### config.mk
export PLATFORM = sky130hd
export DESIGN_NAME = pixpack_top
export DESIGN_NICKNAME = d
export VERILOG_FILES = /design/src/rtl/pixpack_pkg.sv /design/src/rtl/pixpack_slot_ctl.sv /design/src/rtl/pixpack_merge.sv /design/src/rtl/pixpack_top.sv
export SDC_FILE = /design/constraint.sdc
export NUM_CORES = 1
export LEC_CHECK = 0
export BUFFER_PORTS_ARGS = -buffer_cell sky130_fd_sc_hd__buf_4
export CAP_MARGIN = 10
export CORE_MARGIN = 4
export CORE_UTILIZATION = 30
export CTS_BUF_LIST = sky130_fd_sc_hd__clkbuf_4 sky130_fd_sc_hd__clkbuf_8 sky130_fd_sc_hd__clkbuf_16
export DETAILED_ROUTE_END_ITERATION = 8
export HOLD_SLACK_MARGIN = 0.05
export PLACE_DENSITY = 0.53
export SKIP_LAST_GASP = 1
export SLEW_MARGIN = 0
export SYNTH_ARGS = -nofsm -noshare
export SYNTH_HDL_FRONTEND = slang
export SYNTH_SLANG_ARGS = --single-unit
### constraint.sdc
create_clock -name clk -period 2.9 [get_ports clk]
set_input_delay 0.29 -clock clk [delete_from_list [all_inputs] [get_ports clk]]
set_output_delay 0.29 -clock clk [all_outputs]
set_load 0.03 [all_outputs]
### src/rtl/pixpack_pkg.sv
package pixpack_pkg;
   typedef enum logic [1:0] {
      PM_BYTE   = 2'd0,
      PM_TEN    = 2'd1,
      PM_TWELVE = 2'd2,
      PM_SPARE  = 2'd3
   } pix_mode_e;

   function automatic logic is_wide(input logic [1:0] m);
      return (m == PM_TEN) || (m == PM_TWELVE);
   endfunction
endpackage

### src/rtl/pixpack_slot_ctl.sv
module pixpack_slot_ctl #(
   parameter int LANES = 4,
   parameter int CNT_W = 2
) (
   input  logic             clk,
   input  logic             rst_n,
   input  logic             en,
   input  logic             restart,
   input  logic             accept,
   input  logic             wide,
   output logic [CNT_W-1:0] slot,
   output logic             last
);
   localparam int HALVES = LANES / 2;

   logic [CNT_W-1:0] cnt_q;

   // a restart presents slot zero so a same-cycle sample opens the new word
   assign slot = restart ? '0 : cnt_q;
   assign last = wide ? (slot == CNT_W'(HALVES - 1)) : (slot == CNT_W'(LANES - 1));

   always_ff @(posedge clk or negedge rst_n) begin
      if (!rst_n)        cnt_q <= '0;
      else if (!en)      cnt_q <= '0;
      else if (accept)   cnt_q <= last ? '0 : slot + CNT_W'(1);
      else if (restart)  cnt_q <= '0;
   end
endmodule

### src/rtl/pixpack_merge.sv
module pixpack_merge #(
   parameter int PIX_W  = 12,
   parameter int WORD_W = 32,
   parameter int CNT_W  = 2
) (
   input  logic [WORD_W-1:0] base,
   input  logic [PIX_W-1:0]  sample,
   input  logic [1:0]        mode,
   input  logic [CNT_W-1:0]  slot,
   output logic [WORD_W-1:0] merged
);
   import pixpack_pkg::*;

   localparam int LANES = WORD_W / 8;

   logic        wide;
   logic [15:0] half_val;

   assign wide = is_wide(mode);

   always_comb begin
      half_val = '0;
      if (mode == PM_TWELVE) half_val[11:0] = sample[11:0];
      else                   half_val[9:0]  = sample[9:0];
   end

   for (genvar i = 0; i < LANES; i++) begin : g_lane
      localparam int HALF = i / 2;
      localparam int SUB  = i % 2;
      logic hit_b;
      logic hit_h;
      assign hit_b = !wide && (slot == CNT_W'(i));
      assign hit_h = wide && (slot == CNT_W'(HALF));
      assign merged[8*i +: 8] = hit_b ? sample[7:0] :
                                hit_h ? half_val[8*SUB +: 8] :
                                        base[8*i +: 8];
   end
endmodule

### src/rtl/pixpack_top.sv
module pixpack_top #(
   parameter int PIX_W  = 12,
   parameter int WORD_W = 32
) (
   input  logic              clk,
   input  logic              rst_n,
   input  logic              cap_en,
   input  logic              frame_start,
   input  logic [1:0]        mode,
   input  logic              smp_valid,
   input  logic [PIX_W-1:0]  smp_data,
   output logic              word_valid,
   output logic [WORD_W-1:0] word_data
);
   import pixpack_pkg::*;

   localparam int LANES = WORD_W / 8;
   localparam int CNT_W = (LANES > 1) ? $clog2(LANES) : 1;

   if (PIX_W < 12) begin : g_bad_pix
      $error("pixpack_top: PIX_W must be at least 12");
   end
   if ((WORD_W % 16) != 0 || LANES < 2 || (LANES & (LANES - 1)) != 0) begin : g_bad_word
      $error("pixpack_top: WORD_W must be 16 times a power of two");
   end

   logic              accept;
   logic              restart;
   logic [CNT_W-1:0]  slot;
   logic              last;
   logic [WORD_W-1:0] acc_q;
   logic [WORD_W-1:0] base;
   logic [WORD_W-1:0] merged;

   assign accept  = cap_en && smp_valid;
   assign restart = cap_en && frame_start;
   assign base    = (slot == '0) ? '0 : acc_q;

   pixpack_slot_ctl #(.LANES(LANES), .CNT_W(CNT_W)) u_slot (
      .clk     (clk),
      .rst_n   (rst_n),
      .en      (cap_en),
      .restart (restart),
      .accept  (accept),
      .wide    (is_wide(mode)),
      .slot    (slot),
      .last    (last)
   );

   pixpack_merge #(.PIX_W(PIX_W), .WORD_W(WORD_W), .CNT_W(CNT_W)) u_merge (
      .base   (base),
      .sample (smp_data),
      .mode   (mode),
      .slot   (slot),
      .merged (merged)
   );

   always_ff @(posedge clk or negedge rst_n) begin
      if (!rst_n) begin
         acc_q      <= '0;
         word_valid <= 1'b0;
         word_data  <= '0;
      end else begin
         word_valid <= accept && last;
         if (accept) begin
            if (last) begin
               word_data <= merged;
               acc_q     <= '0;
            end else begin
               acc_q <= merged;
            end
         end
      end
   end
endmodule

# --- Word level (Yosys, flattened, before mapping) ---
# Index checks and enable logic that the tools add are counted.
totals:
  ram_bits: 0
  register_bits: 67
  memories: 0
  elab_cells: 39
  out_inout_bits: 33
  romBits: 0
  latchBits: 0
op_classes:
  muxes: 16
  magnitude_cmp: 0
  shifts: 0
  mul: 0
  reduce_logical: 13
  n_eq_ne: 5
  div: 0
  addsub: 1
  n_bitwise: 0
op_table:
  columns: ["operator", "n"]
  rows:
  - ["32-bit 2-to-1 mux", 2]
  - ["8-bit 2-to-1 mux", 8]
  - ["2-bit 2-to-1 mux", 5]
  - ["1-bit logical AND", 9]
  - ["2-bit == test (second input constant)", 3]
  - ["2-bit by 1-bit == test with 1-bit output (second input constant)", 2]
  - ["2-bit by 1-bit adder with 2-bit output (second input constant)", 1]
  - ["2-bit logical NOT", 1]
  - ["2-bit AND reduction", 1]
  - ["1-bit logical NOT", 1]
  - ["1-bit logical OR", 1]
  - ["1-bit 2-to-1 mux", 1]

# --- Logic depth before layout (Yosys ltp) ---
logic_depth:
  depth_word: 7
  depth_mapped: 10
  ltp_nobuf: 8

# --- Modules after synthesis ---
# A second synthesis with hierarchy kept.
hier_totals:
  hier_cells: 332
  area_unflattened_um2: 3827.4
modules_own_cells:
  columns: ["module", "n_inst", "area_per_inst_um2", "cells_each"]
  rows:
  - ["pixpack_top", 1, 2862.7, 212]
  - ["pixpack_merge", 1, 838.3, 108]
  - ["pixpack_slot_ctl", 1, 126.4, 12]

# --- Worst setup path after synthesis ---
# No wires, ideal clock.
synth_timing:
  path_type: "input to register"
  startpoint: "in frame_start"
  endpoint: "reg acc_q[16]"
  cell_stages: 9
  setup_slack_ps: 1074
  t_required_ps: 2833
  arrival_ps: 1760
  path_buffers: 1
  setup_time_ps: 67
  path_cell_list: "nand2_1 nand2_1 inv_1 ha_1 buf_2 mux2i_4 nand2_4 o31ai_4 a22o_1"
synth_between:
  elab_chain_len: 7
synth_rtl:
  columns: ["element", "line_no", "rtl"]
  rows:
  - ["start, declared", "pixpack_top.sv:8", "input logic frame_start,"]
  - ["1-bit logical AND *", "pixpack_top.sv:36", "assign restart = cap_en && frame_start;"]
  - ["2-bit 2-to-1 mux *", null, null]
  - ["2-bit logical NOT / 2-bit by 1-bit == test with 1-bit output (equally long branches)", "pixpack_top.sv:37, pixpack_slot_ctl.sv:20, pixpack_merge.sv:33", null]
  - ["32-bit 2-to-1 mux / 1-bit logical AND (equally long branches)", "pixpack_top.sv:37, pixpack_merge.sv:33", null]
  - ["8-bit 2-to-1 mux", "pixpack_merge.sv:35", "hit_h ? half_val[8*SUB +: 8] :"]
  - ["8-bit 2-to-1 mux", "pixpack_merge.sv:34", "assign merged[8*i +: 8] = hit_b ? sample[7:0] :"]
  - ["32-bit 2-to-1 mux *", "pixpack_top.sv:66", "if (last) begin"]
  - ["end signal, assigned", "pixpack_top.sv:70", "acc_q <= merged;"]
  - ["end, declared", "pixpack_top.sv:31", "logic [WORD_W-1:0] acc_q;"]
# Every way passes the cells marked *; elsewhere a longest branch is shown, timed or not.
# A chain may end at the register's enable or synchronous reset.

# --- Worst setup path in the final report ---
layout_timing:
  startpoint: "reg u_slot.cnt_q[0]"
  endpoint: "reg acc_q[18]"
layout_between:
  elab_chain_len: 6
layout_rtl:
  columns: ["element", "line_no", "rtl"]
  rows:
  - ["start, declared", "pixpack_slot_ctl.sv:16", "logic [CNT_W-1:0] cnt_q;"]
  - ["start signal, assigned", "pixpack_slot_ctl.sv:25", "else if (accept) cnt_q <= last ? '0 : slot + CNT_W'(1);"]
  - ["2-bit 2-to-1 mux *", null, null]
  - ["2-bit logical NOT / 2-bit by 1-bit == test with 1-bit output (equally long branches)", "pixpack_top.sv:37, pixpack_slot_ctl.sv:20, pixpack_merge.sv:33", null]
  - ["32-bit 2-to-1 mux / 1-bit logical AND (equally long branches)", "pixpack_top.sv:37, pixpack_merge.sv:33", null]
  - ["8-bit 2-to-1 mux", "pixpack_merge.sv:35", null]
  - ["8-bit 2-to-1 mux", "pixpack_merge.sv:34", null]
  - ["32-bit 2-to-1 mux *", "pixpack_top.sv:66", null]
# Marks and branches as above.

==> metrics.txt <==
# TYPE chip_impl_metric gauge
chip_impl_metric{name="report.final.hold_viol_count",unit=""} 0
chip_impl_info{name="clockRootBuffer",value="clkbuf_8"} 1
chip_impl_metric{name="synth_instances",unit=""} 294
chip_impl_metric{name="routed_wl",unit="mm"} 8.01
chip_impl_info{name="ys.flop_type",value="dfrtp_1"} 1
chip_impl_metric{name="worst-path-max-fanout",unit=""} 9
chip_impl_metric{name="ant_nets",unit=""} 0
chip_impl_metric{name="net_switching_component_of_the_power",unit="mW"} 1.07
chip_impl_metric{name="drv_cap",unit=""} 0
chip_impl_metric{name="core-area",unit="sq mm"} 0.00995
chip_impl_info{name="rsz_0062_raised_after_global_routing",value="false"} 1
chip_impl_metric{name="cts_inserted_buffers",unit=""} 9
chip_impl_metric{name="avgSynthCellArea",unit="sq um"} 10.6
chip_impl_metric{name="dpl.hpwl",unit="mm"} 5.49
chip_impl_metric{name="post_synth_instance_area",unit="sq mm"} 0.00312
chip_impl_info{name="cts_tree",value="yes"} 1
chip_impl_info{name="post_synth_most_frequent_cells",value="dfrtp_1, nor2_1, nand2_1"} 1
chip_impl_metric{name="pin_count",unit=""} 52
chip_impl_metric{name="final_replace_weighted_congestion",unit=""} 0.877
chip_impl_metric{name="final_nets",unit=""} 367
chip_impl_metric{name="via_count",unit=""} 2451
chip_impl_metric{name="total_leakage_power",unit="nW"} 1.71
chip_impl_metric{name="n_antenna_cell",unit=""} 0
chip_impl_info{name="count_leader_synth",value="dfrtp_1"} 1
chip_impl_metric{name="multi_input_area",unit="sq mm"} 0.00130
chip_impl_metric{name="worst_skew_pair.late_latency",unit="ns"} 0.35
chip_impl_metric{name="layout.cell_area.non_filler",unit="sq mm"} 0.00377
chip_impl_metric{name="area.sequential",unit="sq mm"} 0.00168
chip_impl_metric{name="yosys_register_bits",unit=""} 67
chip_impl_metric{name="route.detailed.drc",unit=""} 0
chip_impl_metric{name="initial_utilization",unit="%"} 31.4
chip_impl_metric{name="slew_headroom",unit="%"} 42.2
chip_impl_metric{name="share_of_the_cycle_needed_by_the_critical_path_after_routing",unit="%"} 73.4
chip_impl_info{name="setup.worst_path.start_class",value="flip-flop"} 1
chip_impl_metric{name="layout.cells.non_filler",unit=""} 480
chip_impl_info{name="setup.worst_path.class",value="reg -> reg"} 1
chip_impl_metric{name="viasPerCell",unit=""} 5.11
chip_impl_metric{name="critical_path.max_stage_delay",unit="ns"} 0.43
chip_impl_metric{name="power.share.clock",unit="%"} 26.2
chip_impl_metric{name="cts.reportedPaths.clkPinSlew",unit="ns"} 0.08
chip_impl_metric{name="critical_path_arrival",unit="ns"} 2.41
chip_impl_metric{name="worst_slew_pin_slew",unit="ns"} 0.866
chip_impl_info{name="min_path_type",value="in -> async"} 1
chip_impl_info{name="worst_path_max_delay_cell",value="o31ai_4"} 1
chip_impl_metric{name="dr_pass1_iterations",unit=""} 4
chip_impl_metric{name="finalPower",unit="mW"} 2.96
chip_impl_metric{name="setup_ws",unit="ns"} 0.771
chip_impl_metric{name="port_buf_inserts",unit=""} 51
chip_impl_info{name="yosys-top-cells-area",value="dfrtp_1, a22o_1, nor2_1"} 1
chip_impl_metric{name="max_freq",unit="MHz"} 470
chip_impl_metric{name="number_of_setup_buffers_added_after_cts",unit=""} 0
chip_impl_metric{name="power.internal",unit="mW"} 1.89
chip_impl_metric{name="sequentialPowerShare",unit="%"} 41.7
chip_impl_info{name="crit_path_cell_trace",value="nand2_1 -> inv_1 -> ha_1 -> mux2i_4 -> nand2_4 -> o31ai_4 -> a22o_1"} 1
chip_impl_metric{name="fraction_of_final_layout_cells_sized_beyond_drive_strength_1",unit="%"} 24.2
chip_impl_metric{name="core.rowCount",unit=""} 36
chip_impl_metric{name="clockBufferDepth",unit=""} 2
chip_impl_metric{name="cts.repair.resized",unit=""} 0
chip_impl_metric{name="layout_overhead_on_the_synthesized_area",unit="%"} 20.8
chip_impl_metric{name="syn_nets",unit=""} 319
chip_impl_metric{name="clock_tree.htree_level_count",unit=""} 3
chip_impl_metric{name="fp.dieW",unit="um"} 110
chip_impl_metric{name="asyncSetResetFlopFracSynth",unit="%"} 100
chip_impl_metric{name="post_place_cell_area",unit="sq mm"} 0.00358
chip_impl_metric{name="finalClockSkew",unit="ns"} 0.00938
chip_impl_metric{name="clock_sinks",unit=""} 67
chip_impl_metric{name="count_of_placed_standard_cells_including_taps",unit=""} 464
chip_impl_metric{name="cts_hold_buffers",unit=""} 0
chip_impl_info{name="worst_setup_path_end_kind",value="flip-flop"} 1
chip_impl_metric{name="yosys_warn_count",unit=""} 0
chip_impl_metric{name="layout_min_cycle_time",unit="ns"} 2.13
chip_impl_metric{name="finalSetupTns",unit="ns"} 0
chip_impl_metric{name="first_global_vias",unit=""} 2421
chip_impl_metric{name="setup_violators_final",unit=""} 0
chip_impl_info{name="status",value="finished clean"} 1
chip_impl_metric{name="grt_max_degree",unit=""} 68
chip_impl_metric{name="post-place-ws",unit="ns"} 0.618
chip_impl_metric{name="timing.final.max_slew_violations",unit=""} 0
chip_impl_metric{name="synth_top_area_share",unit="%"} 53.7
chip_impl_metric{name="synth_enable_flop_cells",unit=""} 0
chip_impl_metric{name="detail_route.wl_per_cell",unit="um"} 16.7
chip_impl_metric{name="drt_iter0_drc",unit=""} 119
chip_impl_metric{name="grt_overflow",unit=""} 0
chip_impl_metric{name="power.share.switching",unit="%"} 36.1
chip_impl_info{name="largest_area_contributor_in_the_synthesized_netlist",value="dfrtp_1"} 1
chip_impl_metric{name="synth_seq_area_share",unit="%"} 53.7
chip_impl_metric{name="grt_pass1_wl",unit="mm"} 12.9
chip_impl_metric{name="power.density_cell_area",unit="mW/mm^2"} 785
chip_impl_metric{name="combinational_power_share",unit="%"} 32.1
chip_impl_metric{name="floorplan.die.height",unit="um"} 110
chip_impl_metric{name="worstRegToRegCells",unit=""} 7
chip_impl_metric{name="antenna_found_initial",unit=""} 0
chip_impl_metric{name="n_fill_cell",unit=""} 1025
chip_impl_metric{name="worst-endpoint-required",unit="ns"} 3.18
chip_impl_metric{name="synth.lib_cells_used.distinct",unit=""} 43
chip_impl_metric{name="vdd_drop_max",unit="uV"} 249
chip_impl_metric{name="groute.usage.overall",unit="%"} 14.2
chip_impl_metric{name="floorplan.die_area",unit="sq mm"} 0.0121
-- routing by layer --
layer / vias up / global-route usage [%] / wire length [um]
met5: - / 0 / 0
met4: 0 / 3.38 / 61
met3: 7 / 4.19 / 575
met2: 74 / 21.2 / 3610
met1: 1208 / 20.3 / 3760
li1: 1162 / - / -
-- per-stage QoR --
stage,utilization [%],hold WS [ns]
4_1_cts,37.9,0.0653
2_1_floorplan,-,-0.00559
3_5_place_dp,35.9,0.459
5_1_grt,37.9,0.0892
3_3_place_gp,35.9,0.456
6_report,37.9,0.0216
-- registers in the layout, summed over array words and instances (netlist names) --
name,flops
acc_q,32
word_data,32
u_slot.cnt_q,2
word_valid,1
-- layout by cell type, fill, tap and decap left out, types with 6 or more instances in the layout --
cell type and instances:
a22o_1 17, nor2_1 34, dfrtp_1 67, nand3_1 15, a32o_1 8, mux2i_1 8, a31oi_1 12, nand2_1 26
o21ai_0 9, a21oi_1 22, buf_4 55, ha_1 6, and2_1 6, clkbuf_8 9
-- power groups by stage --
stage               registers [mW]  logic (mW)  clock network, mW
detailed placement            1.26       0.964                  0
finish                        1.24       0.952              0.776
global route                  1.27        1.03              0.847
global placement              1.26       0.954                  0
CTS                           1.24       0.966              0.807
floorplan                     1.55       0.288                  0
-- path summary, 6_finish.rpt --
check	from	end	slack, ns
min in group clk	cap_en	u_slot.cnt_q[1]$_DFF_PN0_	0.18
max reg2reg	u_slot.cnt_q[0]$_DFF_PN0_	acc_q[18]$_DFFE_PN0N_	0.77
max	u_slot.cnt_q[0]$_DFF_PN0_	acc_q[18]$_DFFE_PN0N_	0.77
min reg2reg	acc_q[9]$_DFFE_PN0N_	acc_q[9]$_DFFE_PN0N_	0.49
max in group asynchronous	rst_n	acc_q[24]$_DFFE_PN0N_	2.27
min	rst_n	acc_q[20]$_DFFE_PN0N_	0.02
-- worst max-delay path, delay by kind of cell (launching register included) --
kind                     cells  cell delay, ns
buffers and inverters        1            0.10
multiplexers                 1            0.33
AO/OA/AOI/OAI                2            0.62
AND/OR/NAND/NOR              2            0.31
flip-flops                   1            0.37
adder cells (fa/ha/maj)      1            0.33
-- area by class of cell --
cell class	count	share of cell area [%]
tap	133	4.41
clock inverter	6	1.76
multi-input combinational	204	34.5
sequential	67	44.4
clock buffer	10	3.48
inverter	5	0.497
timing repair buffer	55	10.9
-- kinds of logic after synthesis --
kind of cell,share of synthesized area [%]
buffers and inverters,4.69
adders and majority gates,2.40
muxes,4.37
DFF,53.7
xor gates and xnor gates,0.280
AOI/OAI and AO/OA,19.7
and+or+nand+nor,14.9
Note: power is estimated with default switching activity, not from simulation.
